`src/rtl/dmd_pkg.sv`:
```
package dmd_pkg;
  // Width of the main (M) counter and the swallow (A) counter.
  localparam int unsigned M_W_DEF   = 13;
  localparam int unsigned A_W_DEF   = 4;
  localparam int unsigned RATIO_DEF = 240;

  // Number of prescaler cycles in one period: the upper field of the word.
  function automatic int unsigned main_field(input int unsigned word, input int unsigned a_w);
    return word >> a_w;
  endfunction

  // Number of cycles at the high modulus: the lower field of the word.
  function automatic int unsigned swallow_field(input int unsigned word, input int unsigned a_w);
    return word % (1 << a_w);
  endfunction
endpackage

```
`src/rtl/dmd_prediv.sv`:
```
// Optional front divide-by-two, realised as a clock-enable tick.
module dmd_prediv (
  input  logic clk_i,
  input  logic rst_ni,
  input  logic en_i,
  output logic tick_o
);
  logic phase_q;

  always_ff @(posedge clk_i) begin
    if (!rst_ni)   phase_q <= 1'b0;
    else if (en_i) phase_q <= ~phase_q;
    else           phase_q <= 1'b0;
  end

  assign tick_o = en_i ? phase_q : 1'b1;

  // with the stage enabled, ticks never come on consecutive clocks.
  p_half_rate_r2: assert property (@(posedge clk_i) disable iff (!rst_ni)
    (en_i && tick_o) |=> !tick_o);

  // with the stage enabled, a missing tick is followed by one.
  p_no_gap_r2: assert property (@(posedge clk_i) disable iff (!rst_ni)
    (en_i && $past(en_i) && !tick_o) |=> tick_o);
endmodule

```
`src/rtl/dmd_prescaler.sv`:
```
// Dual-modulus prescaler: divides ticks by 2**CW or 2**CW + 1.
module dmd_prescaler #(
  parameter int unsigned CW = 4
) (
  input  logic clk_i,
  input  logic rst_ni,
  input  logic tick_i,
  input  logic mod_hi_i,
  output logic wrap_o
);
  localparam int unsigned BASE = 1 << CW;
  localparam logic [CW:0] LAST_HI = (CW+1)'(BASE);
  localparam logic [CW:0] LAST_LO = (CW+1)'(BASE - 1);

  logic [CW:0] cnt_q;
  logic [CW:0] last;

  assign last   = mod_hi_i ? LAST_HI : LAST_LO;
  assign wrap_o = tick_i && (cnt_q == last);

  always_ff @(posedge clk_i) begin
    if (!rst_ni)     cnt_q <= '0;
    else if (tick_i) cnt_q <= wrap_o ? '0 : cnt_q + 1'b1;
  end

  // the count never runs past the high-modulus end value.
  p_cnt_bound_r8: assert property (@(posedge clk_i) disable iff (!rst_ni)
    cnt_q <= LAST_HI);

  // the modulus select moves only right after a prescaler cycle ends.
  p_mod_stable_r8: assert property (@(posedge clk_i) disable iff (!rst_ni)
    !$stable(mod_hi_i) |-> $past(wrap_o));

  // every prescaler cycle starts from a zero count.
  p_restart_r8: assert property (@(posedge clk_i) disable iff (!rst_ni)
    wrap_o |=> (cnt_q == '0));
endmodule

```
`src/rtl/dmd_mod_ctrl.sv`:
```
// Main and swallow counters, plus the shadow register for the ratio word.
module dmd_mod_ctrl #(
  parameter int unsigned M_W       = dmd_pkg::M_W_DEF,
  parameter int unsigned A_W       = dmd_pkg::A_W_DEF,
  parameter int unsigned RST_RATIO = dmd_pkg::RATIO_DEF
) (
  input  logic             clk_i,
  input  logic             rst_ni,
  input  logic             wrap_i,
  input  logic             load_i,
  input  logic [M_W+A_W-1:0] ratio_i,
  output logic             mod_hi_o,
  output logic             end_o
);
  localparam int unsigned RW = M_W + A_W;
  localparam logic [M_W-1:0] RST_M = M_W'(dmd_pkg::main_field(RST_RATIO, A_W));
  localparam logic [A_W-1:0] RST_A = A_W'(dmd_pkg::swallow_field(RST_RATIO, A_W));

  logic [RW-1:0]  shadow_q;
  logic [RW-1:0]  next_word;
  logic [M_W-1:0] m_q;
  logic [A_W-1:0] a_q;

  // A load coinciding with a boundary applies at that boundary.
  assign next_word = load_i ? ratio_i : shadow_q;
  assign mod_hi_o  = (a_q != '0);
  assign end_o     = wrap_i && (m_q == M_W'(1));

  always_ff @(posedge clk_i) begin
    if (!rst_ni)     shadow_q <= {RST_M, RST_A};
    else if (load_i) shadow_q <= ratio_i;
  end

  always_ff @(posedge clk_i) begin
    if (!rst_ni) begin
      m_q <= RST_M;
      a_q <= RST_A;
    end else if (wrap_i) begin
      if (m_q == M_W'(1)) begin
        m_q <= next_word[RW-1:A_W];
        a_q <= next_word[A_W-1:0];
      end else begin
        m_q <= m_q - 1'b1;
        if (a_q != '0) a_q <= a_q - 1'b1;
      end
    end
  end

  // the swallowed cycles never outnumber the remaining main cycles.
  p_a_le_m_r8: assert property (@(posedge clk_i) disable iff (!rst_ni)
    a_q <= A_W'(m_q > M_W'((1 << A_W) - 1) ? ((1 << A_W) - 1) : m_q));

  // the main counter never stalls at zero.
  p_m_nonzero_r1: assert property (@(posedge clk_i) disable iff (!rst_ni)
    m_q != '0);

  // the counters change only when a prescaler cycle has completed.
  p_boundary_only_r5: assert property (@(posedge clk_i) disable iff (!rst_ni)
    (!$stable(m_q) || !$stable(a_q)) |-> $past(wrap_i));

  // the captured word holds while no load is strobed.
  p_shadow_hold_r6: assert property (@(posedge clk_i) disable iff (!rst_ni)
    !load_i |=> $stable(shadow_q));
endmodule

```
`src/rtl/dmod_fb_divider.sv`:
```
module dmod_fb_divider #(
  parameter int unsigned M_W       = dmd_pkg::M_W_DEF,
  parameter int unsigned A_W       = dmd_pkg::A_W_DEF,
  parameter int unsigned RST_RATIO = dmd_pkg::RATIO_DEF
) (
  input  logic               clk_i,
  input  logic               rst_ni,
  input  logic               prediv_en_i,
  input  logic               load_i,
  input  logic [M_W+A_W-1:0] ratio_i,
  output logic               fpd_o,
  output logic               fpd_half_o
);
  logic tick;
  logic wrap;
  logic mod_hi;
  logic div_end;
  logic fpd_q;
  logic half_q;

  dmd_prediv u_prediv (
    .clk_i  (clk_i),
    .rst_ni (rst_ni),
    .en_i   (prediv_en_i),
    .tick_o (tick)
  );

  dmd_prescaler #(.CW(A_W)) u_presc (
    .clk_i    (clk_i),
    .rst_ni   (rst_ni),
    .tick_i   (tick),
    .mod_hi_i (mod_hi),
    .wrap_o   (wrap)
  );

  dmd_mod_ctrl #(.M_W(M_W), .A_W(A_W), .RST_RATIO(RST_RATIO)) u_ctrl (
    .clk_i    (clk_i),
    .rst_ni   (rst_ni),
    .wrap_i   (wrap),
    .load_i   (load_i),
    .ratio_i  (ratio_i),
    .mod_hi_o (mod_hi),
    .end_o    (div_end)
  );

  always_ff @(posedge clk_i) begin
    if (!rst_ni) begin
      fpd_q  <= 1'b0;
      half_q <= 1'b0;
    end else begin
      fpd_q  <= div_end;
      half_q <= half_q ^ fpd_q;
    end
  end

  assign fpd_o      = fpd_q;
  assign fpd_half_o = half_q;

  // the divided pulse lasts one clock.
  p_pulse_single_r3: assert property (@(posedge clk_i) disable iff (!rst_ni)
    fpd_o |=> !fpd_o);

  // each pulse inverts the half-rate output on the next clock.
  p_half_toggle_r4: assert property (@(posedge clk_i) disable iff (!rst_ni)
    fpd_o |=> (fpd_half_o != $past(fpd_half_o)));

  // without a pulse the half-rate output holds.
  p_half_hold_r4: assert property (@(posedge clk_i) disable iff (!rst_ni)
    !fpd_o |=> $stable(fpd_half_o));
endmodule

```
`config.mk`:
```
export PLATFORM = sky130hd
export DESIGN_NAME = dmod_fb_divider
export DESIGN_NICKNAME = d
export VERILOG_FILES = /design/src/rtl/dmd_pkg.sv /design/src/rtl/dmd_prediv.sv /design/src/rtl/dmd_prescaler.sv /design/src/rtl/dmd_mod_ctrl.sv /design/src/rtl/dmod_fb_divider.sv
export SDC_FILE = /design/constraint.sdc
export NUM_CORES = 1
export LEC_CHECK = 0
export ABC_AREA = 1
export BUFFER_PORTS_ARGS = -buffer_cell sky130_fd_sc_hd__buf_4
export CORE_UTILIZATION = 45
export DETAILED_ROUTE_END_ITERATION = 6
export PLACE_DENSITY = 0.64
export SYNTH_ARGS = -nofsm -noshare
export SYNTH_HDL_FRONTEND = slang
export SYNTH_SLANG_ARGS = --single-unit
```
`constraint.sdc`:
```
create_clock -name clk_i -period 1.9 [get_ports clk_i]
set_input_delay 0.285 -clock clk_i [delete_from_list [all_inputs] [get_ports clk_i]]
set_output_delay 0.285 -clock clk_i [all_outputs]
set_load 0.005 [all_outputs]
```
Word level (Yosys, flattened, before mapping)
Index checks and enable logic that the tools add are counted.
{ "classes": {"n_mux": 7, "n_reduce_logical": 6, "eq_ne": 2, "n_bitwise": 2, "n_addsub": 3} }
{ "op_table": {"columns": ["cell", "count"], "rows": [
  ["$mux 17", 1],
  ["$eq 13x1->1 const B", 1],
  ["$mux 13", 1],
  ["$sub 13x1->13 const B", 1],
  ["$mux 5", 2],
  ["$mux 4", 2],
  ["$add 5x1->5 const B", 1],
  ["$eq 5x5->1", 1],
  ["$reduce_and 2->1", 2],
  ["$reduce_bool 4->1", 1],
  ["$sub 4x1->4 const B", 1],
  ["$logic_and 1x1->1", 2],
  ["$reduce_bool 2->1", 1],
  ["$mux 1", 1],
  ["$not 1->1", 1],
  ["$xor 1x1->1", 1]
]} }
{ "word_totals": {"elab_cells": 27, "output_inout_bits": 2, "reg_bits": 42, "inputBits": 21} }

Depth between registers and ports, before layout
{ "depth": {"word_depth": 5, "depth_mapped": 12, "mapped_depth_nobuf": 11} }

Hierarchy
From an unflattened synthesis, not the netlist that was laid out.
{ "hier_totals": {"cells_unflattened": 324, "area_unflattened_um2": 2265.9} }
{ "modules_own_cells": {"columns": ["module", "cells_per_inst", "seq_area_each_um2", "instances", "area_per_inst_um2"], "rows": [
  ["dmd_mod_ctrl", 266, 680.7, 1, 1851.8],
  ["dmd_prescaler", 45, 100.1, 1, 314.1],
  ["dmod_fb_divider", 8, 40.0, 1, 62.6],
  ["dmd_prediv", 5, 20.0, 1, 37.5]
]} }

Least setup slack after synthesis
Ideal clock, no wire load.
{ "synth_timing": {"path_kind": "register to register", "from": "register u_ctrl.a_q[0]", "to": "register u_ctrl.m_q[10]", "setup_ps": 112, "synth_period_minus_slack_ps": 1443, "slack_ps": 457, "n_path_buf": 1, "t_required_ps": 1788, "t_arrival_ps": 1330, "path_stages_with_launch": 13, "cell_sequence": "dfxtp_1 -> inv_1 -> ha_1 -> nand2_1 -> nor2_2 -> nand3_1 -> nand2_2 -> nand2_2 -> buf_6 -> inv_4 -> nand2_1 -> nand3_1 -> nand2_1"} }
{ "synth_between": {"elab_chain_len": 4} }
{ "synth_lines": {"columns": ["item", "line", "rtl"], "rows": [
  ["start, declared", "dmd_mod_ctrl.sv:22", "logic [A_W-1:0] a_q;"],
  ["start signal, assigned", "dmd_mod_ctrl.sv:41", "a_q <= next_word[A_W-1:0];"],
  ["start signal, assigned", "dmd_mod_ctrl.sv:44", "if (a_q != '0) a_q <= a_q - 1'b1;"],
  ["$reduce_bool 4->1", "dmd_mod_ctrl.sv:26", "assign mod_hi_o = (a_q != '0);"],
  ["$mux 5", "dmd_prescaler.sv:18", "assign last = mod_hi_i ? LAST_HI : LAST_LO;"],
  ["$eq 5x5->1", "dmd_prescaler.sv:19", "assign wrap_o = tick_i && (cnt_q == last);"],
  ["$logic_and 1x1->1", "dmd_prescaler.sv:19", null],
  ["end signal, assigned", "dmd_mod_ctrl.sv:40", "m_q <= next_word[RW-1:A_W];"],
  ["end signal, assigned", "dmd_mod_ctrl.sv:43", "m_q <= m_q - 1'b1;"],
  ["end, declared", "dmd_mod_ctrl.sv:21", "logic [M_W-1:0] m_q;"]
]} }
Every way passes these cells.
A chain may end at the register's enable or synchronous reset.

Worst setup path in the final report
{ "layout_timing": {"from": "register u_ctrl.a_q[0]", "to": "register u_ctrl.m_q[1]"} }
Same word-level chain as after synthesis.

==> flow_summary.yaml <==
outcome:
  outcome: "complete, no violations"
finish:
  postLayoutCellArea_mm2: 0.00255
  fillers: 491
  regArea_um2: 841
  diodes: 0
  multi_input_area_mm2: 0.00121
  drive_gt1_share_pct: 17.5
  fin_cells: 404
  layout.nets: 361
  synthToLayoutAreaGrowth_pct: 14.4
sta:
  post-route-period-util_pct: 89.2
  worst_pin_slew_ns: 0.452
  fin_crit_ns: 1.70
  fin_worst_skew_ns: 0.00783
  relSlewSlack_pct: 69.8
  hold_violations: 0
  max_freq_mhz: 590
  setup_viol: 0
  rsz0062_at_grt: "false"
  hold_ws_ns: 0.218
  fin_setup_tns_ns: 0
  slew_violations: 0
worst_setup_path:
  critical_path_arrival_ns: 1.88
  end_kind: "register"
  critPathLaunchType: "register"
  required_ns: 2.09
  worstSetupPathType: "reg2reg"
  startpoint: "u_ctrl.a_q[0]"
  crit_fanout: 7
  rrSetupSlack_ns: 0.20
  worstReg2RegStart: "u_ctrl.a_q[0]"
route:
  dr.first_iter.drc_count: 126
  firstDrtPassIters: 4
  post_drt_wl_per_cell_um: 11.1
  ant_nets: 0
  wirelength_mm: 4.48
  vias: 1920
  via_per_inst: 4.75
  route.detailed.drc: 0
synth:
  yosys.area.top_type_share_pct: 37.8
  synth_nets: 337
  synth_area_mm2: 0.00223
  synth_ff_type: "dfxtp_1"
  yosysSeqAreaShare_pct: 37.8
  synth_top_area_cell: "dfxtp_1"
  synth_most_common_cell: "nand2_1"
  ys_types: 33
  synth_common_cells: "78 x nand2_1, 54 x nor2_1, 42 x dfxtp_1, 23 x inv_1, 16 x nand3_1"
  async_reset_ff_share_pct: 0
  ys_seq_elements: 42
  synthCells: 312
  synth_edf_count: 0
  ys.warnings.count: 0
  synth.area.top_cells: "dfxtp_1 38%, nand2_1 13%, nor2_1 9.1%, mux2i_1 6.3%, inv_1 3.9%"
  syn_area_per_cell_um2: 7.14
global_route:
  grt_pass1_vias: 1684
  track_usage_pct: 18.5
  antenna_found_initial: 0
  grt_max_degree: 22
  grt_first_pass_wirelength_mm: 7.49
  gr-total-overflow: 0
clock_network:
  clkLatencyLatePin_ns: 0.30
  htreeDepth: 2
  cts-root-buf: "clkbuf_8"
  cts_resized: 0
  cts_hold_buf: 0
  clk_path_buf_depth: 2
  clk_pin_slew_worst_paths_ns: 0.08
  numCtsBuffers: 5
  cts.sinks: 42
  cts_setup_buffers: 0
  cts_tree: "yes"
pwr:
  vdd_drop_max_uv: 355
  p_leak_nw: 1.21
  power_density_mw_per_mm2: 668
hold_path:
  hold_path_class: "in2reg"
  worstHoldStart: "ratio_i[5]"
placement:
  dp.cells: 395
  place.gp.congestion: 0.817
  post-dp-hpwl_mm: 3.30
  io_buffer_count: 22
  placed_cell_area_mm2: 0.00243
die:
  dieArea_mm2: 0.00523
  core-area_mm2: 0.00475
  initial_core_util_pct: 46.8
  rows: 25
  fp.dieH_um: 72.4
  fp.dieW_um: 72.4
  io_pins: 23
job:
  maxCapViolCount: 0
-- through the flow --
stage	util, %	worst slack, ns	power (mW)
after detailed placement	51.1	0.230	1.06
after global placement	51.1	0.310	1.06
after global routing	53.6	0.00312	1.77
final	53.6	0.205	1.70
after CTS	53.4	0.210	1.73
after floorplan	-	0.457	1.01
-- cell usage in the layout, fill, tap and decap left out, drive strengths merged --
cell type,netlist,layout
nand2,83,83
nor2,65,65
dfxtp,42,42
inv,27,27
buf,8,26
o21ai,21,21
nand3,18,18
mux2i,14,14
clkbuf,1,8
a21oi,8,8
xor2,6,6
nand4,4,4
ha,4,4
xnor2,3,3
or2,3,3
clkinv,1,1
nor3,1,1
o211ai,1,1
nor2b,1,1
and2,1,1
-- flip-flops by register name, summed over array words and instances, names as in the netlist --
name              cells
u_ctrl.shadow_q      17
u_ctrl.m_q           13
u_presc.cnt_q         5
u_ctrl.a_q            4
fpd_half_o            1
fpd_o                 1
u_prediv.phase_q      1
-- cells by family after synthesis --
group / synth area share, %
and+or+nand+nor: 35.1
DFF: 37.8
buffers and inverters: 7.86
AOI/OAI and AO/OA: 7.19
muxes: 6.29
xor gates and xnor gates: 3.54
adders and majority gates: 2.25
-- where the power goes --
part	leakage, nW	internal [mW]	switching [mW]
Sequential	0.343	0.906	0.0107
Combinational	0.811	0.0585	0.0651
Clock	0.0575	0.367	0.297
-- worst max-delay path, stage by stage, from the launching register on --
cell,delay [ns]
dfxtp_1,0.30
inv_1,0.09
ha_1,0.22
nand2_1,0.08
nor2_2,0.11
nand3_1,0.09
nand2_2,0.10
nand2_2,0.14
nor2_4,0.23
inv_2,0.07
nor2_1,0.09
nor2_1,0.04
-- layer usage --
layer  part of all wire [%]  vias up  global-route usage, %  routed length (µm)
li1                       -     1033                      -                   -
met1                     48      843                   23.8                2170
met2                     46       37                   30.7                2070
met3                    3.9        7                   4.58                 174
met4                    1.5        0                   5.23                  68
met5                      0        -                      0                   0
-- worst paths after layout --
| kind | end | cells past startpoint |
|---|---|---|
| setup / recovery | u_ctrl.m_q[1] | 11 |
| hold / removal | u_ctrl.shadow_q[5] | 3 |
| setup reg to reg | u_ctrl.m_q[1] | 11 |
| hold reg to reg | u_ctrl.shadow_q[4] | 2 |
-- final cells by class --
cell class                 count  share of cell area [%]
multi-input combinational    233                    47.5
clock buffer                   8                    4.32
tap                           67                    3.29
sequential                    42                    33.0
timing repair buffer          26                    7.66
inverter                      28                    4.22
No activity file was read; power rests on OpenSTA's default activity.
